<file path="config.mk">
export PLATFORM = sky130hd
export DESIGN_NAME = tlb_2way
export DESIGN_NICKNAME = d
export VERILOG_FILES = /design/src/rtl/tlb_2way.sv
export SDC_FILE = /design/constraint.sdc
export NUM_CORES = 1
export LEC_CHECK = 0
export BUFFER_PORTS_ARGS = -buffer_cell sky130_fd_sc_hd__buf_4
export CAP_MARGIN = 20
export CORE_AREA = 10 10 164 166
export DETAILED_ROUTE_END_ITERATION = 7
export DIE_AREA = 0 0 174 176
export GPL_TIMING_DRIVEN = 0
export PLACE_DENSITY = 0.88
export SLEW_MARGIN = 20
export SYNTH_ARGS = -nofsm -noshare
export SYNTH_HDL_FRONTEND = slang
export SYNTH_SLANG_ARGS = --single-unit
</file>
<file path="constraint.sdc">
create_clock -name clk -period 18.8 [get_ports clk]
set_input_delay 1.88 -clock clk [delete_from_list [all_inputs] [get_ports clk]]
set_output_delay 1.88 -clock clk [all_outputs]
set_load 0.1 [all_outputs]
</file>
<file path="src/rtl/tlb_2way.sv">
module tlb_2way #(
  parameter int VA_W  = 32,
  parameter int OFF_W = 12,
  parameter int IDX_W = 2,
  parameter int PPN_W = 20
) (
  input  logic                   clk,
  input  logic                   rst_n,
  input  logic                   lk_valid,
  input  logic                   lk_write,
  input  logic [VA_W-1:0]        lk_vaddr,
  output logic                   lk_hit,
  output logic                   lk_miss,
  output logic                   lk_fault,
  output logic [PPN_W+OFF_W-1:0] lk_paddr,
  input  logic                   fill_valid,
  input  logic [VA_W-1:0]        fill_vaddr,
  input  logic [PPN_W-1:0]       fill_ppn,
  input  logic [1:0]             fill_rights,
  input  logic                   ref_clear,
  output logic                   wb_valid,
  output logic [PPN_W-1:0]       wb_ppn
);
  localparam int SETS  = 1 << IDX_W;
  localparam int TAG_W = VA_W - OFF_W - IDX_W;

  logic [TAG_W-1:0] tag_q    [2][SETS];
  logic [PPN_W-1:0] ppn_q    [2][SETS];
  logic [1:0]       rights_q [2][SETS];
  logic [SETS-1:0]  v_q [2];
  logic [SETS-1:0]  d_q [2];
  logic [SETS-1:0]  r_q [2];

  wire [IDX_W-1:0] set  = lk_vaddr[OFF_W +: IDX_W];
  wire [TAG_W-1:0] tag  = lk_vaddr[VA_W-1 -: TAG_W];
  wire [IDX_W-1:0] rset = fill_vaddr[OFF_W +: IDX_W];
  wire [TAG_W-1:0] rtag = fill_vaddr[VA_W-1 -: TAG_W];

  logic [1:0] match;
  logic [1:0] perm;
  for (genvar w = 0; w < 2; w++) begin : g_way
    assign match[w] = v_q[w][set] && (tag_q[w][set] == tag);
    assign perm[w]  = lk_write ? rights_q[w][set][1] : rights_q[w][set][0];
  end

  wire hw  = ~match[0];
  wire any = |match;
  wire ok  = any && perm[hw];

  assign lk_hit   = lk_valid && ok;
  assign lk_fault = lk_valid && any && !ok;
  assign lk_miss  = lk_valid && !any;
  assign lk_paddr = {ppn_q[hw][set], lk_vaddr[OFF_W-1:0]};

  logic vict;
  always_comb begin
    if (!v_q[0][rset])      vict = 1'b0;
    else if (!v_q[1][rset]) vict = 1'b1;
    else if (!r_q[0][rset]) vict = 1'b0;
    else if (!r_q[1][rset]) vict = 1'b1;
    else                    vict = 1'b0;
  end

  assign wb_valid = fill_valid && v_q[vict][rset] && d_q[vict][rset];
  assign wb_ppn   = ppn_q[vict][rset];

  always_ff @(posedge clk) begin
    if (!rst_n) begin
      for (int w = 0; w < 2; w++) begin
        v_q[w] <= '0;
        d_q[w] <= '0;
        r_q[w] <= '0;
      end
    end else begin
      if (ref_clear) begin
        r_q[0] <= '0;
        r_q[1] <= '0;
      end
      if (lk_hit) begin
        r_q[hw][set] <= 1'b1;
        if (lk_write) d_q[hw][set] <= 1'b1;
      end
      if (fill_valid) begin
        tag_q[vict][rset]    <= rtag;
        ppn_q[vict][rset]    <= fill_ppn;
        rights_q[vict][rset] <= fill_rights;
        v_q[vict][rset]      <= 1'b1;
        d_q[vict][rset]      <= 1'b0;
        r_q[vict][rset]      <= 1'b1;
      end
    end
  end


  resp_excl_chk: assert property (@(posedge clk) disable iff (!rst_n)
    $onehot0({lk_hit, lk_miss, lk_fault}));


  dirty_set_chk: assert property (@(posedge clk) disable iff (!rst_n)
    lk_hit && lk_write && !fill_valid |=> d_q[$past(hw)][$past(set)]);


  fault_quiet_chk: assert property (@(posedge clk) disable iff (!rst_n)
    lk_fault && !fill_valid && !ref_clear |=>
      $stable(d_q[0]) && $stable(d_q[1]) && $stable(r_q[0]) && $stable(r_q[1]));


  ref_wipe_chk: assert property (@(posedge clk) disable iff (!rst_n)
    ref_clear && !lk_hit && !fill_valid |=> r_q[0] == '0 && r_q[1] == '0);


  fill_install_chk: assert property (@(posedge clk) disable iff (!rst_n)
    fill_valid |=> v_q[$past(vict)][$past(rset)] && !d_q[$past(vict)][$past(rset)]
                   && tag_q[$past(vict)][$past(rset)] == $past(rtag));


  keep_referenced_chk: assert property (@(posedge clk) disable iff (!rst_n)
    fill_valid && v_q[0][rset] && v_q[1][rset] && (r_q[0][rset] != r_q[1][rset])
      |-> !r_q[vict][rset]);
endmodule

</file>
==> results.py <==
metrics = {
    "run_status": {
        "status": "finished clean",
    },
    "cells_and_area": {
        "fin_nets": 1049,
        "fin_util": 0.740,
        "regArea_um2": 10100,
        "syn_to_final_growth_pct": 18.8,
        "fillers": 1404,
        "layout.cells.non_filler": 1301,
        "drive_gt1_frac": 0.396,
        "multi_input_area_um2": 4460,
        "fin_area_um2": 17600,
        "diodes": 0,
    },
    "detailed_routing": {
        "drtIter0Drc": 955,
        "postRouteAntennaNets": 0,
        "wl_um": 35900,
        "drc_errors": 0,
        "wire_per_inst_um": 27.6,
        "drt_first_pass_iters": 5,
        "vias": 8394,
        "routed_via_density": 6.45,
    },
    "logic_synthesis": {
        "netlist_instances": 761,
        "ys.flop_type": "edfxtp_1",
        "async_flop_share": 0,
        "ys_ff_latch": 344,
        "ys.warnings.count": 0,
        "yosysSeqAreaShare": 0.680,
        "syn-cell-area_um2": 14800,
        "syn_nets": 853,
        "synth-edff-count": 320,
        "yosysUniqueCellTypes": 52,
        "syn-mean-instance-area_um2": 19.5,
    },
    "place": {
        "hpwlAfterDp_um": 24800,
        "place_congestion": 0.827,
        "place_area_um2": 16600,
        "dp.cells": 1243,
        "pre_cts_slack_ps": 11440,
        "io_buffer_count": 118,
    },
    "power": {
        "power_mw": 1.68,
        "seqPwrFrac": 0.506,
        "cellLeakagePower_nw": 6.07,
        "power_density_nw_per_um2": 95.5,
        "combPwrFrac": 0.116,
        "sw_frac_of_total": 0.238,
        "p_switching_mw": 0.401,
        "irDropWorstVdd_mv": 0.0933,
        "intPower_mw": 1.28,
        "clkPwrFrac": 0.378,
    },
    "timing": {
        "fin_setup_tns_ps": 0,
        "maxSlewHeadroom": 0.321,
        "setup_viol": 0,
        "final.period_utilization": 0.390,
        "slew_viol_final": 0,
        "finalHoldViolations": 0,
        "timing.hold.ws_ps": 462,
        "fin_crit_ps": 7330,
        "rsz0062_at_grt": "no",
        "worst_slew_pin_slew_ps": 1020,
        "max_freq_mhz": 136,
        "setup_slack_ps": 11470,
        "fin_skew_ps": 9.82,
    },
    "worst_hold_path": {
        "holdPathStages": 1,
        "hold_class": "reg2reg",
        "min_to": "v_q[0][0]$_DFF_P_",
        "hp-start": "v_q[0][0]$_DFF_P_",
    },
    "run": {
        "drv_cap": 0,
    },
    "floorplanning": {
        "start_util": 0.623,
        "die_h_um": 176,
        "core-area_um2": 23800,
        "rows": 57,
        "io-pin-count": 148,
        "die_w_um": 174,
        "die_area_um2": 30600,
    },
    "worst_setup_path": {
        "worstPathRequired_ps": 16920,
        "cp-end-kind": "output port",
        "rr_worst_depth": 9,
        "path_max_fanout": 10,
        "critical_path_arrival_ps": 5450,
        "reg2reg_from": "r_q[0][3]$_DFF_P_",
        "start_kind": "input port",
        "timing_worst_setup_path_type": "in2out",
        "r2r_slack_ps": 15480,
        "r2r_end": "tag_q[1][53]$_DFFE_PP_",
    },
    "clocking": {
        "cts_buffers": 35,
        "ctsHoldBuffers": 0,
        "cts_resized": 0,
        "cts.sinks": 344,
        "post-cts-setup-buffers": 0,
        "root_buffer": "clkbuf_16",
        "htree_num_levels": 2,
        "cts_tree": "yes",
        "clk_pin_slew_ps": 50,
        "clock_latency_ps": 510,
        "clockBufferDepth": 3,
    },
    "global_routing": {
        "grt-ovfl-total": 0,
        "grt_pass1_vias": 8938,
        "grt_pass1_wl_um": 53900,
        "antenna_found_initial": 0,
        "grt_max_degree": 26,
        "track_usage": 0.231,
    },
}
[cell usage after synthesis, types with 6 or more instances]
master | n | area [um2]
mux2_2 | 34 | 383
a21oi_1 | 17 | 85.1
inv_1 | 9 | 33.8
mux2i_1 | 20 | 200
nand2_1 | 23 | 86.3
clkbuf_1 | 22 | 82.6
nand4_1 | 10 | 62.6
dfxtp_1 | 24 | 480
a21o_1 | 8 | 60.1
mux4_1 | 6 | 158
xnor2_1 | 23 | 201
mux2_4 | 7 | 105
buf_4 | 13 | 97.6
o21ai_0 | 9 | 45.0
mux4_2 | 105 | 2360
edfxtp_1 | 320 | 9610
xor2_1 | 15 | 131
buf_2 | 11 | 55.1
nor2_1 | 12 | 45.0
[kinds of logic (layout without fill, tap and decap cells)]
group / count (synthesis) / after routing / share of synthesized area
DFF: 344 / 344 / 0.680
muxes: 174 / 174 / 0.218
and+or+nand+nor: 77 / 77 / 0.0274
AOI/OAI and AO/OA: 64 / 64 / 0.0288
buffers and inverters: 64 / 280 / 0.0234
xor gates and xnor gates: 38 / 38 / 0.0224
[power groups by stage]
stage / Combinational, mW / Sequential, mW / Clock [mW]
after global routing: 0.203 / 0.852 / 0.673
after CTS: 0.195 / 0.852 / 0.642
after detailed placement: 0.194 / 0.868 / 0
after floorplan: 0.134 / 0.867 / 0
final: 0.195 / 0.852 / 0.637
after global placement: 0.185 / 0.869 / 0
[registers in the layout, indices dropped and copies added, names as in the netlist]
signal    count
ppn_q       160
tag_q       144
rights_q     16
d_q           8
r_q           8
v_q           8
[per-layer routing]
| metal | vias up | global-route usage | wire (um) |
|---|---|---|---|
| li1 | 3532 | - | - |
| met1 | 4322 | 0.293 | 13600 |
| met2 | 459 | 0.398 | 18400 |
| met3 | 81 | 0.0449 | 2830 |
| met4 | 0 | 0.0766 | 986 |
| met5 | - | 0 | 0 |
[cell type report]
type                       count  area share
clock buffer                  45      0.0542
buffer                        55      0.0178
sequential                   344       0.572
clock inverter                12     0.00426
multi-input combinational    353       0.253
inverter                       9     0.00192
tap                          324      0.0230
timing repair buffer         159      0.0737
[placed cells by master, fill, tap and decap left out, types with 3 or more instances in the layout]
master     count
nand3_1        4
nand2_1       23
buf_6          8
mux2i_1       20
buf_8          5
clkinv_1       8
a21o_1         8
o211ai_1       5
edfxtp_1     320
mux4_2       105
dfxtp_1       24
buf_4        148
nand2b_1       3
o21ai_0        9
or3_1          3
o221ai_1       4
buf_1          4
clkbuf_16     37
mux2_4         7
xor2_1        15
nand4_1       10
nor4_2         4
nor4_1         3
buf_2         22
a21oi_1       17
nor2b_1        5
clkinv_2       3
nor2_1        10
a32oi_1        3
buf_16         4
clkbuf_1      30
o21ai_1        4
xnor2_1       23
mux2_2        34
inv_1          9
mux4_1         6
[worst max-delay path, cell delays in order]
cell	delay [ps]
buf_6	130
buf_8	180
buf_6	220
buf_2	370
mux4_2	560
xor2_1	160
nor4_1	450
nand4_1	200
nor4_2	480
or2_1	270
and3_1	240
buf_4	310
[worst max-delay path by stage]
stage | from | to | slack [ps]
2_1_floorplan | lk_vaddr[13] | lk_fault | 10620
3_3_place_gp | fill_vaddr[13] | tag_q[0][63]$_DFFE_PP_ | 7210
3_5_place_dp | lk_vaddr[12] | lk_hit | 11440
4_1_cts | lk_vaddr[12] | lk_hit | 11480
5_1_grt | lk_vaddr[12] | lk_fault | 11310
6_report | lk_vaddr[12] | lk_hit | 11470
No activity file was read; power rests on OpenSTA's default activity.
